--- config.mk ---
export PLATFORM = sky130hd
export DESIGN_NAME = adc_conv_ctrl
export DESIGN_NICKNAME = d
export VERILOG_FILES = /design/src/rtl/adc_ctrl_pkg.sv /design/src/rtl/busy_sync.sv /design/src/rtl/sclk_gen.sv /design/src/rtl/frame_shift.sv /design/src/rtl/adc_conv_ctrl.sv
export SDC_FILE = /design/constraint.sdc
export NUM_CORES = 1
export LEC_CHECK = 0
export BUFFER_PORTS_ARGS = -buffer_cell sky130_fd_sc_hd__buf_2
export CORE_MARGIN = 1.5
export CORE_UTILIZATION = 51
export DETAILED_ROUTE_END_ITERATION = 10
export MAX_ROUTING_LAYER = met4
export PLACE_DENSITY = 0.7
export SYNTH_ARGS = -nofsm -noshare
export SYNTH_HDL_FRONTEND = slang
export SYNTH_SLANG_ARGS = --single-unit
--- constraint.sdc ---
create_clock -name clk -period 2.2 [get_ports clk]
set_clock_uncertainty 0.05 [all_clocks]
set_input_delay 0.44 -clock clk [delete_from_list [all_inputs] [get_ports clk]]
set_output_delay 0.44 -clock clk [all_outputs]
set_load 0.005 [all_outputs]
--- src/rtl/adc_ctrl_pkg.sv ---
package adc_ctrl_pkg;

    localparam int FRAME_BITS = 16;
    localparam int DATA_BITS  = 12;
    localparam int LEAD_BITS  = FRAME_BITS - DATA_BITS;

    typedef enum logic [2:0] {
        ST_IDLE,
        ST_CONV_LOW,
        ST_WAIT_HI,
        ST_WAIT_LO,
        ST_SHIFT,
        ST_PUBLISH,
        ST_FLUSH,
        ST_FAULT
    } ctrl_state_e;

endpackage

--- src/rtl/busy_sync.sv ---
module busy_sync #(
    parameter int STAGES = 2
) (
    input  logic clk,
    input  logic rst_n,
    input  logic async_in,
    output logic sync_out
);
    logic [STAGES-1:0] chain;

    always_ff @(posedge clk or negedge rst_n) begin
        if (!rst_n) chain <= '0;
        else        chain <= {chain[STAGES-2:0], async_in};
    end

    assign sync_out = chain[STAGES-1];
endmodule

--- src/rtl/sclk_gen.sv ---
module sclk_gen #(
    parameter int HALF   = 2,
    parameter int PULSES = 16
) (
    input  logic clk,
    input  logic rst_n,
    input  logic launch,
    output logic sclk,
    output logic running,
    output logic sample,
    output logic last
);
    localparam int HW = (HALF > 1) ? $clog2(HALF) : 1;
    localparam int PW = $clog2(PULSES + 1);

    logic [HW-1:0] hcnt;
    logic [PW-1:0] pcnt;
    logic          phase_end;

    assign phase_end = (hcnt == HW'(HALF - 1));
    assign sample    = running && !sclk && phase_end;
    assign last      = sample && (pcnt == PW'(PULSES - 1));

    always_ff @(posedge clk or negedge rst_n) begin
        if (!rst_n) begin
            running <= 1'b0;
            sclk    <= 1'b1;
            hcnt    <= '0;
            pcnt    <= '0;
        end else if (launch) begin
            running <= 1'b1;
            sclk    <= 1'b0;
            hcnt    <= '0;
            pcnt    <= '0;
        end else if (running) begin
            if (phase_end) begin
                hcnt <= '0;
                sclk <= ~sclk;
                if (!sclk) begin
                    pcnt <= pcnt + 1'b1;
                    if (last) running <= 1'b0;
                end
            end else begin
                hcnt <= hcnt + 1'b1;
            end
        end
    end


    relaunch_chk: assert property (@(posedge clk) disable iff (!rst_n)
        launch |-> !running);
endmodule

--- src/rtl/frame_shift.sv ---
module frame_shift #(
    parameter int BITS = 16
) (
    input  logic            clk,
    input  logic            rst_n,
    input  logic            clear,
    input  logic            sample,
    input  logic            din,
    output logic [BITS-1:0] frame
);
    always_ff @(posedge clk or negedge rst_n) begin
        if (!rst_n)      frame <= '0;
        else if (clear)  frame <= '0;
        else if (sample) frame <= {frame[BITS-2:0], din};
    end
endmodule

--- src/rtl/adc_conv_ctrl.sv ---
module adc_conv_ctrl
    import adc_ctrl_pkg::*;
#(
    parameter int START_LOW_CYC = 4,
    parameter int SCLK_HALF     = 2,
    parameter int BUSY_TIMEOUT  = 1200
) (
    input  logic                 clk,
    input  logic                 rst_n,
    input  logic                 start_req,
    output logic                 ready,
    output logic                 adc_conv_n,
    input  logic                 adc_busy,
    output logic                 adc_sclk,
    input  logic                 adc_sdata,
    output logic [DATA_BITS-1:0] result,
    output logic                 result_valid,
    output logic                 err_timeout,
    output logic                 err_frame
);
    localparam int TMAX = (BUSY_TIMEOUT > START_LOW_CYC) ? BUSY_TIMEOUT : START_LOW_CYC;
    localparam int TW   = $clog2(TMAX + 1);

    ctrl_state_e           state, nx;
    logic [TW-1:0]         tmr;
    logic                  busy_s;
    logic                  tmo;
    logic                  launch;
    logic                  sclk_run, sclk_sample, sclk_last;
    logic [FRAME_BITS-1:0] frame;

    busy_sync #(.STAGES(2)) i_busy_sync (
        .clk      (clk),
        .rst_n    (rst_n),
        .async_in (adc_busy),
        .sync_out (busy_s)
    );

    sclk_gen #(.HALF(SCLK_HALF), .PULSES(FRAME_BITS)) i_sclk_gen (
        .clk     (clk),
        .rst_n   (rst_n),
        .launch  (launch),
        .sclk    (adc_sclk),
        .running (sclk_run),
        .sample  (sclk_sample),
        .last    (sclk_last)
    );

    frame_shift #(.BITS(FRAME_BITS)) i_frame_shift (
        .clk    (clk),
        .rst_n  (rst_n),
        .clear  (launch),
        .sample (sclk_sample),
        .din    (adc_sdata),
        .frame  (frame)
    );

    assign tmo = (tmr == TW'(BUSY_TIMEOUT - 1));

    always_comb begin
        nx = state;
        unique case (state)
            ST_IDLE:     if (start_req) nx = ST_CONV_LOW;
            ST_CONV_LOW: if (tmr == TW'(START_LOW_CYC - 1)) nx = ST_WAIT_HI;
            ST_WAIT_HI: begin
                if (busy_s)   nx = ST_WAIT_LO;
                else if (tmo) nx = ST_FLUSH;
            end
            ST_WAIT_LO: begin
                if (!busy_s)  nx = ST_SHIFT;
                else if (tmo) nx = ST_FLUSH;
            end
            ST_SHIFT:    if (sclk_last) nx = ST_PUBLISH;
            ST_PUBLISH:  nx = ST_IDLE;
            ST_FLUSH:    if (sclk_last) nx = ST_FAULT;
            ST_FAULT:    nx = ST_IDLE;
            default:     nx = ST_IDLE;
        endcase
    end

    assign launch = (state != nx) && ((nx == ST_SHIFT) || (nx == ST_FLUSH));
    assign ready  = (state == ST_IDLE);

    always_ff @(posedge clk or negedge rst_n) begin
        if (!rst_n) state <= ST_IDLE;
        else        state <= nx;
    end

    always_ff @(posedge clk or negedge rst_n) begin
        if (!rst_n) begin
            tmr <= '0;
        end else if ((state == ST_IDLE) || ((state == ST_CONV_LOW) && (nx != ST_CONV_LOW))) begin
            tmr <= '0;
        end else if (tmr != '1) begin
            tmr <= tmr + 1'b1;
        end
    end

    always_ff @(posedge clk or negedge rst_n) begin
        if (!rst_n) begin
            adc_conv_n   <= 1'b1;
            result       <= '0;
            result_valid <= 1'b0;
            err_timeout  <= 1'b0;
            err_frame    <= 1'b0;
        end else begin
            adc_conv_n   <= (nx != ST_CONV_LOW);
            result_valid <= 1'b0;
            if (state == ST_PUBLISH) begin
                result       <= frame[DATA_BITS-1:0];
                result_valid <= 1'b1;
                if (frame[FRAME_BITS-1 -: LEAD_BITS] != '0) err_frame <= 1'b1;
            end
            if (state == ST_FAULT) err_timeout <= 1'b1;
        end
    end


    conv_from_idle_chk: assert property (@(posedge clk) disable iff (!rst_n)
        $fell(adc_conv_n) |-> $past(ready));


    sclk_only_in_read_chk: assert property (@(posedge clk) disable iff (!rst_n)
        $fell(adc_sclk) |-> ((state == ST_SHIFT) || (state == ST_FLUSH)));


    valid_single_chk: assert property (@(posedge clk) disable iff (!rst_n)
        result_valid |=> !result_valid);


    ignored_start_chk: assert property (@(posedge clk) disable iff (!rst_n)
        (!ready && adc_conv_n) |=> adc_conv_n);


    conv_idle_in_frame_chk: assert property (@(posedge clk) disable iff (!rst_n)
        !adc_conv_n |-> !sclk_run);


    fault_no_valid_chk: assert property (@(posedge clk) disable iff (!rst_n)
        (state == ST_FAULT) |=> !result_valid);


    timeout_sticky_chk: assert property (@(posedge clk) disable iff (!rst_n)
        err_timeout |=> err_timeout);


    frame_sticky_chk: assert property (@(posedge clk) disable iff (!rst_n)
        err_frame |=> err_frame);
endmodule

After elaboration in Yosys (flattened, before gate mapping)
Index checks and enable logic that the tools add are counted.
- input port bits: 5
- logic and storage cells: 79
- register bits: 56
- equality and inequality tests: 16
- reductions and logical operators: 18
- $add $sub $neg: 3
- bitwise operators: 1
- mux-type cells: 28
- operators with widths (cell ; number):
    $mux W16 ; 2
    $mux W11 ; 2
    $mux W3 ; 7
    $pmux W3 S7 ; 1
    $mux W5 ; 4
    $eq A3 B3 Y1 const B ; 6
    $mux W1 ; 12
    $add A11 B1 Y11 const B ; 1
    $eq A11 B11 Y1 const B ; 1
    $eq A11 B2 Y1 const B ; 1
    $ne A11 B11 Y1 const B ; 1
    $reduce_bool A2 Y1 ; 4
    $eq A3 B2 Y1 const B ; 2
    $add A5 B1 Y5 const B ; 1
    $eq A5 B4 Y1 const B ; 1
    $logic_and A1 B1 Y1 ; 5
    $reduce_and A2 Y1 ; 2
    $reduce_bool A4 Y1 ; 1
    $eq A3 B1 Y1 const B ; 1
    $logic_not A3 Y1 ; 1
    $ne A3 B1 Y1 const B ; 1
    $ne A3 B3 Y1 ; 1
    $reduce_and A3 Y1 ; 1
    $logic_or A1 B1 Y1 ; 2
    5 further kinds ; 5

Logic depth before layout (Yosys ltp)
Gate-level depths: netlist (run 1).
- word-level depth: 11
- depth in mapped cells: 6
- depth with buffers taken out: 6

Hierarchy
From an unflattened synthesis (run 1), not the netlist that was laid out.
- cell total of the unflattened synthesis: 242
- area, all modules: 2514.9 um^2
- by module, submodules not included (module ; seq. area each (um^2) ; instances ; cells an instance ; area an instance (um^2)):
    adc_conv_ctrl ; 752.0 ; 1 ; 151 ; 1405.1
    frame_shift ; 400.4 ; 1 ; 52 ; 660.6
    sclk_gen ; 201.4 ; 1 ; 37 ; 399.1
    busy_sync ; 50.0 ; 1 ; 2 ; 50.0

Worst setup path before layout (run 1)
Ideal clock, no wire load.
- kind: register -> register
- from: register state[1]
- to: register state[0]
- library setup time: 0.124 ns
- arrival time: 1.405 ns
- clock period less this slack: 1.579 ns
- buffers on the path: 1
- cell stages (with the launch flop): 6
- path slack: 0.621 ns
- path through: dfrtp_1 > clkbuf_1 > mux2_2 > o21ai_0 > a21oi_1 > a211o_1
- cells in the longest elaborated chain, start to end: 3
- elaborated cells on any way between the ends: 10
- those cells by class: eq/ne (7); mux (1); reduce/logical (2)
- RTL lines (element ; RTL line ; text):
    start, declared ; adc_conv_ctrl.sv:24 ; ctrl_state_e state, nx;
    start signal, assigned ; adc_conv_ctrl.sv:86 ; else state <= nx;
    $eq A3 B3 Y1 ; adc_conv_ctrl.sv:62 ; unique case (state)
    $reduce_or A2 Y1 (no line) ; -- ;
    $pmux W3 S7 * ; adc_conv_ctrl.sv:62 ;
    net nx[0] ; adc_conv_ctrl.sv:24 ;
The timed path passes the listed nets; every way through them passes the cells marked *.
A chain may end at the register's enable or synchronous reset.

Final worst setup path (run 1)
- from: register tmr[0]
- to: register tmr[2]
- cells in the longest elaborated chain, start to end: 8
- elaborated cells on any way between the ends: 15
- those cells by class: add/sub (1); eq/ne (4); mux (7); reduce/logical (3)
- RTL lines (element ; RTL line ; text):
    start, declared ; adc_conv_ctrl.sv:25 ; logic [TW-1:0] tmr;
    start signal, assigned ; adc_conv_ctrl.sv:95 ; tmr <= tmr + 1'b1;
    $eq A11 B11 Y1 ; adc_conv_ctrl.sv:58 ; assign tmo = (tmr == TW'(BUSY_TIMEOUT - 1));
    $mux W3 ; adc_conv_ctrl.sv:67, adc_conv_ctrl.sv:71 ;
    $mux W3 (on tied branches) ; adc_conv_ctrl.sv:70, adc_conv_ctrl.sv:66 ;
    $pmux W3 S7 ; adc_conv_ctrl.sv:62 ;
    $ne A3 B1 Y1 ; adc_conv_ctrl.sv:92 ; end else if ((state == ST_IDLE) || ((state == ST_CONV_LOW) && (nx != ST_CONV_LOW))) begin
    $logic_and A1 B1 Y1 ; adc_conv_ctrl.sv:92 ;
    $logic_or A1 B1 Y1 ; adc_conv_ctrl.sv:92 ;
    $mux W11 or $reduce_bool A2 Y1 (tied branches) ; -- ;
Several ways; a longest one is shown, not always the timed one. The select of a mux whose other input is x is not followed.

==> results of run 1 <==
==> kinds of logic after synthesis <==
logic type	Yosys count	synth area share
buffers and inverters	17	0.04104
AOI/OAI and AO/OA	36	0.08910
xor gates and xnor gates	9	0.03153
and+or+nand+nor	131	0.2453
muxes	4	0.01652
DFF	56	0.5616
adders and majority gates	3	0.01502
==> state kept, by name, summed over array words and instances (netlist names), 2 cells and up <==
| name | flops |
|---|---|
| result | 12 |
| i_frame_shift.frame | 16 |
| i_sclk_gen.pcnt | 5 |
| state | 3 |
| tmr | 11 |
| i_busy_sync.chain | 2 |
==> Yosys cell counts, types with 4 or more instances <==
master / n
a21oi_1: 20
buf_6: 5
clkbuf_1: 7
dfrtp_1: 54
nand2_1: 80
nand4_1: 8
nor2_1: 16
nor3_1: 4
o21ai_0: 4
xnor2_1: 6
==> worst max-delay path, stage by stage (launching register included) <==
cell	delay (ps)
dfrtp_1	410
ha_1	240
nor4b_1	340
a31oi_1	230
nor3_2	340
buf_4	230
a211oi_1	60
==> per-layer routing <==
layer / up-vias / routed length, um / global-route usage
met4: 0 / 56 / 0.05660
met3: 6 / 198 / 0.04282
met2: 42 / 2062 / 0.2768
li1: 908 / - / -
met5: - / 0 / -
met1: 859 / 2361 / 0.3030
==> path summary, 6_finish.rpt <==
| kind | from | end | cells past startpoint |
|---|---|---|---|
| worst max-delay path | tmr[0] | tmr[2] | 6 |
| max in group asynchronous | rst_n | i_sclk_gen.sclk | 2 |
| worst min register to register | i_busy_sync.chain[0] | i_busy_sync.chain[1] | 0 |
| worst max register to register | tmr[0] | tmr[2] | 6 |
| worst min-delay path | rst_n | i_sclk_gen.pcnt[3] | 1 |
| min in group clk | adc_busy | i_busy_sync.chain[0] | 1 |
==> power breakdown <==
part | switching, mW | total (mW) | internal (mW)
clock network | 0.355 | 0.588 | 0.233
logic | 0.573 | 0.988 | 0.415
registers | 0.206 | 1.52 | 1.31
total | 1.13 | 3.10 | 1.96
==> metrics by stage <==
| step | utilization | cells | hold WS (ps) |
|---|---|---|---|
| 2_1_floorplan | - | 256 | 94.41 |
| 4_1_cts | 0.5894 | 349 | 41.38 |
| 5_1_grt | 0.5894 | 349 | 59.46 |
| 6_report | 0.5894 | 349 | 32.22 |
| 3_5_place_dp | 0.5695 | 341 | 291.3 |
| 3_3_place_gp | 0.5695 | 341 | 288.2 |
==> area by class of cell <==
class,instances,area (um^2)
fillers,407,1939
clock inverters,3,25.02
clock buffers,5,68.82
inverters,3,11.26
repair buffers,32,197.7
well taps,67,83.83
multi-input cells,183,993.5
flip-flops and latches,56,1404
==> flow_metrics.tcl, run 1 <==
set metrics [dict create \
    synth_nets 264 \
    cts_buffer_depth 2 \
    drt_iter0_markers 156 \
    max_slew.worst_pin.slew_ps 949.1 \
    fin_setup_tns_ps 0 \
    fp.dieW_um 73.01 \
    startpoint_type "flop" \
    synthFlopType "dfrtp_1" \
    io_pins 23 \
    end_kind "flop" \
    dpl.hpwl_um 3185 \
    r2r_slack_ps 170 \
    wl_um 4677 \
    placed_area_um2 2690 \
    cts.clk_slew.worst_paths_ps 100 \
    finalPower_mw 3.095 \
    async_flop_share 1.000 \
    yosysWarnings 0 \
    syn_inst 256 \
    path_class "reg -> reg" \
    cellPowerDensity_nw_per_um2 1112 \
    grt_max_degree 37 \
    cts_tree "built" \
    area_delta_synth_final_pct 11.36 \
    core_area_um2 4723 \
    ir_drop_v 0.0006539 \
    ys_ff_latch 56 \
    period_share 0.9210 \
    vias 1815 \
    pre_cts_ws_ps 202.1 \
    ys_top_cells_by_area "dfrtp_1, nand2_1, a21oi_1" \
    ys_seq_area_frac 0.5616 \
    first_pass_iters 4 \
    clock_latency_ps 320 \
    p_leak_nw 1.372 \
    grt_setup_unrepaired "no" \
    viasPerCell 5.201 \
    setup_violations 0 \
    cts.htree.levels 2 \
    die_height_um 73.01 \
    hp-class "in -> async" \
    avgSynthCellArea_um2 9.765 \
    hold_viol_final 0 \
    finalCriticalPeriod_ps 2026 \
    final_common_cell "nand2_1" \
    nNetsFinal 289 \
    final_cell_mix "nand2_1, dfrtp_1, buf_2" \
    cts-root-buf "clkbuf_8" \
    antenna_found_initial 0 \
    ys_types 44 \
    yosysTopAreaCellShare 0.5405 \
    layout_setup_ws_ps 173.9 \
    grt_overflow 0 \
    synth-edff-count 0 \
    yosysTopAreaCell "dfrtp_1" \
    n_antenna_cell 0 \
    gp_congestion 0.8003 \
    maxSlewHeadroom 0.3663 \
    cts.sinks 56 \
    drv_cap 0 \
    wl_per_cell_um 13.40 \
    grt_pass1_vias 1654 \
    drtAntennaViolNets 0 \
    drv_slew 0 \
    drcViolationCount 0 \
    port-buffer-count 22 \
    arrival_ps 2170 \
    start_util 0.5293 \
    rows 25 \
    cts.repair.resized 0 \
    status "finished clean" \
    cts_buffers 5 \
    drive_gt1_frac 0.1809 \
    post_cts_buffers 0 \
    dieArea_um2 5330 \
    cts_hold_buffers 0 \
    grt_use_total 0.2024 \
    max_freq_mhz 493.6 \
    fin_area_um2 2784 \
    grt_pass1_wl_um 8100 \
    required_ps 2340 \
    syn_area_um2 2500 \
    worstPathMaxFanout 7 \
]
Note: power is estimated with default switching activity, not from simulation.
==> run 2: changes to the inputs <==
--- a/config.mk
+++ b/config.mk
@@ -6,9 +6,11 @@
 export NUM_CORES = 1
 export LEC_CHECK = 0
 export BUFFER_PORTS_ARGS = -buffer_cell sky130_fd_sc_hd__buf_2
+export CAP_MARGIN = 20
 export CORE_MARGIN = 1.5
 export CORE_UTILIZATION = 51
 export DETAILED_ROUTE_END_ITERATION = 10
+export GPL_TIMING_DRIVEN = 0
 export MAX_ROUTING_LAYER = met4
 export PLACE_DENSITY = 0.7
 export SYNTH_ARGS = -nofsm -noshare
==> run 2 against run 1 <==
Net effect: the flow now finishes with violations (hold timing); highest routed layer unchanged; total power down 1.0%; hold slack worse by 42 ps; non-clock buffer count up 5; core utilization up 0.42 points.
==> flow_metrics.tcl, run 2 (same netlist as run 1, synthesis figures left out) <==
set metrics [dict create \
    violations "hold timing" \
    grt_max_degree 41 \
    final_cell_mix "nand2_1, dfrtp_1, buf_2" \
    reg2reg_from "tmr[0]" \
    end_kind "flop" \
    startpoint_type "flop" \
    worstReg2RegEnd "tmr[2]" \
    cts.htree.levels 2 \
    die_height_um 73.01 \
    ir_drop_v 0.0006671 \
    drt_iter0_markers 133 \
    cts_buffer_depth 2 \
    wl_per_cell_um 12.90 \
    post_cts_buffers 0 \
    grt_setup_unrepaired "no" \
    maxSlewHeadroom 0.5433 \
    drive_gt1_frac 0.1672 \
    worstPathMaxFanout 10 \
    viasPerCell 5.201 \
    fp.dieW_um 73.01 \
    fillers 400 \
    io_pins 23 \
    area_delta_synth_final_pct 12.16 \
    cts.sinks 56 \
    max_slew.worst_pin.slew_ps 683.9 \
    slowest_stage "dfrtp_1" \
    largest_reg_flops 16 \
    max_stage_delay_ps 420 \
    cts.clk_slew.worst_paths_ps 100 \
    start_util 0.5293 \
    drtAntennaViolNets 0 \
    r2r_slack_ps 330 \
    rows 25 \
    placed_area_um2 2714 \
    arrival_ps 2010 \
    setup_violations 0 \
    endpoint "tmr[2]" \
    p_leak_nw 1.370 \
    whs_ps -9.671 \
    fin_util 0.5936 \
    antenna_found_initial 0 \
    n_antenna_cell 0 \
    max_freq_mhz 534.1 \
    port-buffer-count 22 \
    fin_area_um2 2804 \
    drv_cap 0 \
    dieArea_um2 5330 \
    reg_top3 "i_frame_shift.frame (16), result (12), tmr (11)" \
    layout_setup_ws_ps 327.9 \
    wl_um 4566 \
    cts_tree "built" \
    finalCriticalPeriod_ps 1872 \
    pre_cts_ws_ps 345.1 \
    grt_use_total 0.1921 \
    final_common_cell "nand2_1" \
    dpl.hpwl_um 3079 \
    vias 1841 \
    top_register "i_frame_shift.frame" \
    finalPower_mw 3.064 \
    cts-root-buf "clkbuf_8" \
    nNetsFinal 294 \
    period_share 0.8510 \
    grt_pass1_vias 1658 \
    path_class "reg -> reg" \
    r2r_cells 6 \
    required_ps 2340 \
    cts.repair.resized 0 \
    drcViolationCount 0 \
    drv_slew 0 \
    cts_buffers 5 \
    crit_chain "ha_1 > nor4b_1 > a31oi_1 > nor3_2 > buf_6 > a211oi_1" \
    status "complete, but fails checks" \
    grt_overflow 0 \
    core_area_um2 4723 \
    first_pass_iters 6 \
    hp-class "in -> async" \
    clock_latency_ps 310 \
    gp_congestion 0.7854 \
    grt_pass1_wl_um 7652 \
    crit_start "tmr[0]" \
    fin_setup_tns_ps 0 \
    cts_hold_buffers 0 \
    hold_viol_final 15 \
    cellPowerDensity_nw_per_um2 1093 \
]
run 2: cell count changes in the layout (fill, tap and decap cells not counted), sizes merged:
cell / change
buf: -2
clkinv: +1
clkbuf: +7
inv: -1
run 2: per-layer routing:
metal	track usage	part of all wire	vias to the layer above	routed length, um
met4	0.07128	0.013	0	59
li1	-	-	925	-
met3	0.03315	0.027	5	125
met1	0.2622	0.52	881	2370
met5	-	0	-	0
met2	0.2879	0.44	30	2011
run 2: final cells by class:
class                      count  area (um^2)  share of cell area
tap                           67        83.83             0.02990
buffer                        14        91.34             0.03257
clock inverter                 3        21.27            0.007586
inverter                       3        11.26            0.004016
multi-input combinational    183        993.5              0.3543
timing repair buffer          23        130.1             0.04641
sequential                    56         1404              0.5007
clock buffer                   5        68.82             0.02454
run 2: report_power, final:
part | switching (mW) | leakage, nW | internal [mW]
registers | 0.203 | 0.742 | 1.31
clock network | 0.347 | 0.0445 | 0.227
logic | 0.565 | 0.584 | 0.409
run 2: stage by stage:
stage               hold WS [ps]  cells
finish                    -9.671    354
global route               17.06    354
CTS                        4.191    354
detailed placement         286.5    346
global placement           287.3    345
floorplan                  94.41    256
run 2: how the worst min path moves through the flow:
stage,endpoint,slack [ps],depth (start not counted)
5_1_grt,tmr[10],20,1
6_report,tmr[9],-10,1
3_5_place_dp,i_busy_sync.chain[1],290,0
3_3_place_gp,i_busy_sync.chain[1],290,0
4_1_cts,tmr[9],4,1
2_1_floorplan,err_frame,90,0
run 2: worst max-delay path: cells and delay by family (launching register included):
| family | cells | cell delay, ps |
|---|---|---|
| compound gates | 2 | 260 |
| fa+ha+maj | 1 | 260 |
| buf+inv | 1 | 170 |
| flops | 1 | 420 |
| simple gates | 2 | 600 |
==> run 3: changes to the inputs <==
--- a/config.mk
+++ b/config.mk
@@ -8,11 +8,11 @@
 export BUFFER_PORTS_ARGS = -buffer_cell sky130_fd_sc_hd__buf_2
 export CAP_MARGIN = 20
 export CORE_MARGIN = 1.5
-export CORE_UTILIZATION = 51
+export CORE_UTILIZATION = 50
 export DETAILED_ROUTE_END_ITERATION = 10
 export GPL_TIMING_DRIVEN = 0
 export MAX_ROUTING_LAYER = met4
-export PLACE_DENSITY = 0.7
+export PLACE_DENSITY = 0.69
 export SYNTH_ARGS = -nofsm -noshare
 export SYNTH_HDL_FRONTEND = slang
 export SYNTH_SLANG_ARGS = --single-unit
==> run 3 against run 2 <==
Net effect: the run now ends clean; total power decreased by 0.15%; cell count unchanged; register-to-register slack about the same; global-route usage increased by 0.14 points; critical path type unchanged; largest cell class unchanged; highest routed layer unchanged.
==> flow_metrics.tcl, run 3 (same netlist as run 1, synthesis figures left out) <==
set metrics [dict create \
    status "finished clean" \
    grt_pass1_wl_um 7762 \
    wl_met1_um 2368 \
    drt_iter0_markers 94 \
    fillers 451 \
    worstPathMaxFanout 10 \
    highest_layer "met4" \
    arrival_ps 2030 \
    post_cts_buffers 0 \
    first_pass_iters 4 \
    grt_setup_unrepaired "no" \
    port-buffer-count 22 \
    rows 25 \
    drcViolationCount 0 \
    end_kind "flop" \
    nNetsFinal 294 \
    hold_viol_final 0 \
    clock_latency_ps 310 \
    top_register "i_frame_shift.frame" \
    fin_util 0.5918 \
    setup_violations 0 \
    cts_hold_buffers 0 \
    route.met3.wl_um 206 \
    gp_congestion 0.8131 \
    cts_tree "built" \
    wl_met2_um 1843 \
    n_antenna_cell 0 \
    area_delta_synth_final_pct 12.56 \
    fin_setup_tns_ps 0 \
    max_freq_mhz 531.9 \
    core_area_um2 4755 \
    largest_reg_flops 16 \
    wl_per_cell_um 12.75 \
    cts-root-buf "clkbuf_8" \
    dpl.hpwl_um 3106 \
    die_height_um 73.71 \
    finalCriticalPeriod_ps 1880 \
    cts.sinks 56 \
    drtAntennaViolNets 0 \
    cts_buffer_depth 2 \
    final_cells 354 \
    cts.repair.resized 0 \
    period_share 0.8546 \
    pre_cts_ws_ps 350.1 \
    required_ps 2350 \
    maxSlewHeadroom 0.4669 \
    dp_cells 346 \
    grt_use_total 0.1935 \
    wl_um 4514 \
    fp.dieW_um 73.71 \
    layout_setup_ws_ps 320.0 \
    cts_buffers 5 \
    start_util 0.5258 \
    startpoint_type "flop" \
    viasPerCell 5.116 \
    ir_drop_v 0.0005571 \
    drv_slew 0 \
    drive_gt1_frac 0.1672 \
    grt_pass1_vias 1692 \
    cellPowerDensity_nw_per_um2 1087 \
    dieArea_um2 5433 \
    grt_max_degree 35 \
    cts.htree.levels 2 \
    final_cell_mix "nand2_1, dfrtp_1, buf_2" \
    p_leak_nw 1.369 \
    final_common_cell "nand2_1" \
    path_class "reg -> reg" \
    io_pins 23 \
    cts.clk_slew.worst_paths_ps 90 \
    hp-class "in -> async" \
    grt_overflow 0 \
    vias 1811 \
    max_slew.worst_pin.slew_ps 799.6 \
    drv_cap 0 \
    reg_top3 "i_frame_shift.frame (16), result (12), tmr (11)" \
    antenna_found_initial 0 \
]
[run 3: through the flow]
stage / power, mW / hold slack [ps] / instance area, um^2
finish: 3.059 / 156.7 / 2814
global route: 3.295 / 159.5 / 2814
CTS: 3.091 / 163.9 / 2814
detailed placement: 2.522 / 295.7 / 2721
global placement: 2.486 / 285.6 / 2694
floorplan: 2.198 / 94.41 / 2500
[run 3: worst max-delay path: stages (launching register included)]
cell and delay [ps]:
dfrtp_1 420, ha_1 250, nor4b_1 410, a31oi_1 230, nor3_2 190, buf_6 170
a211oi_1 50
[run 3: path summary, 6_finish.rpt]
path	startpoint	end	slack, ps	cells past startpoint
worst max-delay path	tmr[0]	tmr[2]	320	6
worst min-delay path	rst_n	tmr[0]	160	1
worst max register to register	tmr[0]	tmr[2]	320	6
worst min register to register	i_busy_sync.chain[0]	i_busy_sync.chain[1]	310	0
max in group asynchronous	rst_n	result[2]	1370	2
min in group clk	adc_busy	i_busy_sync.chain[0]	170	1
[run 3: final cells by class]
cell class	instances	area, um^2	share of cell area
well taps	67	83.83	0.02979
clock inverters	3	23.77	0.008448
plain buffers	14	91.34	0.03246
multi-input cells	183	993.5	0.3530
repair buffers	23	137.6	0.04891
inverters	3	11.26	0.004002
flip-flops and latches	56	1404	0.4989
clock buffers	5	68.82	0.02446
[run 3: layer usage]
layer	GRT usage	up-vias
li1	-	925
met1	0.2821	834
met2	0.2573	44
met3	0.04664	8
met4	0.07819	0
met5	-	-
[run 3: where the power goes]
part / internal [mW] / switching, mW / leakage, nW
Combinational: 0.411 / 0.562 / 0.587
Sequential: 1.31 / 0.202 / 0.742
Clock: 0.226 / 0.345 / 0.0404
Total: 1.95 / 1.11 / 1.37
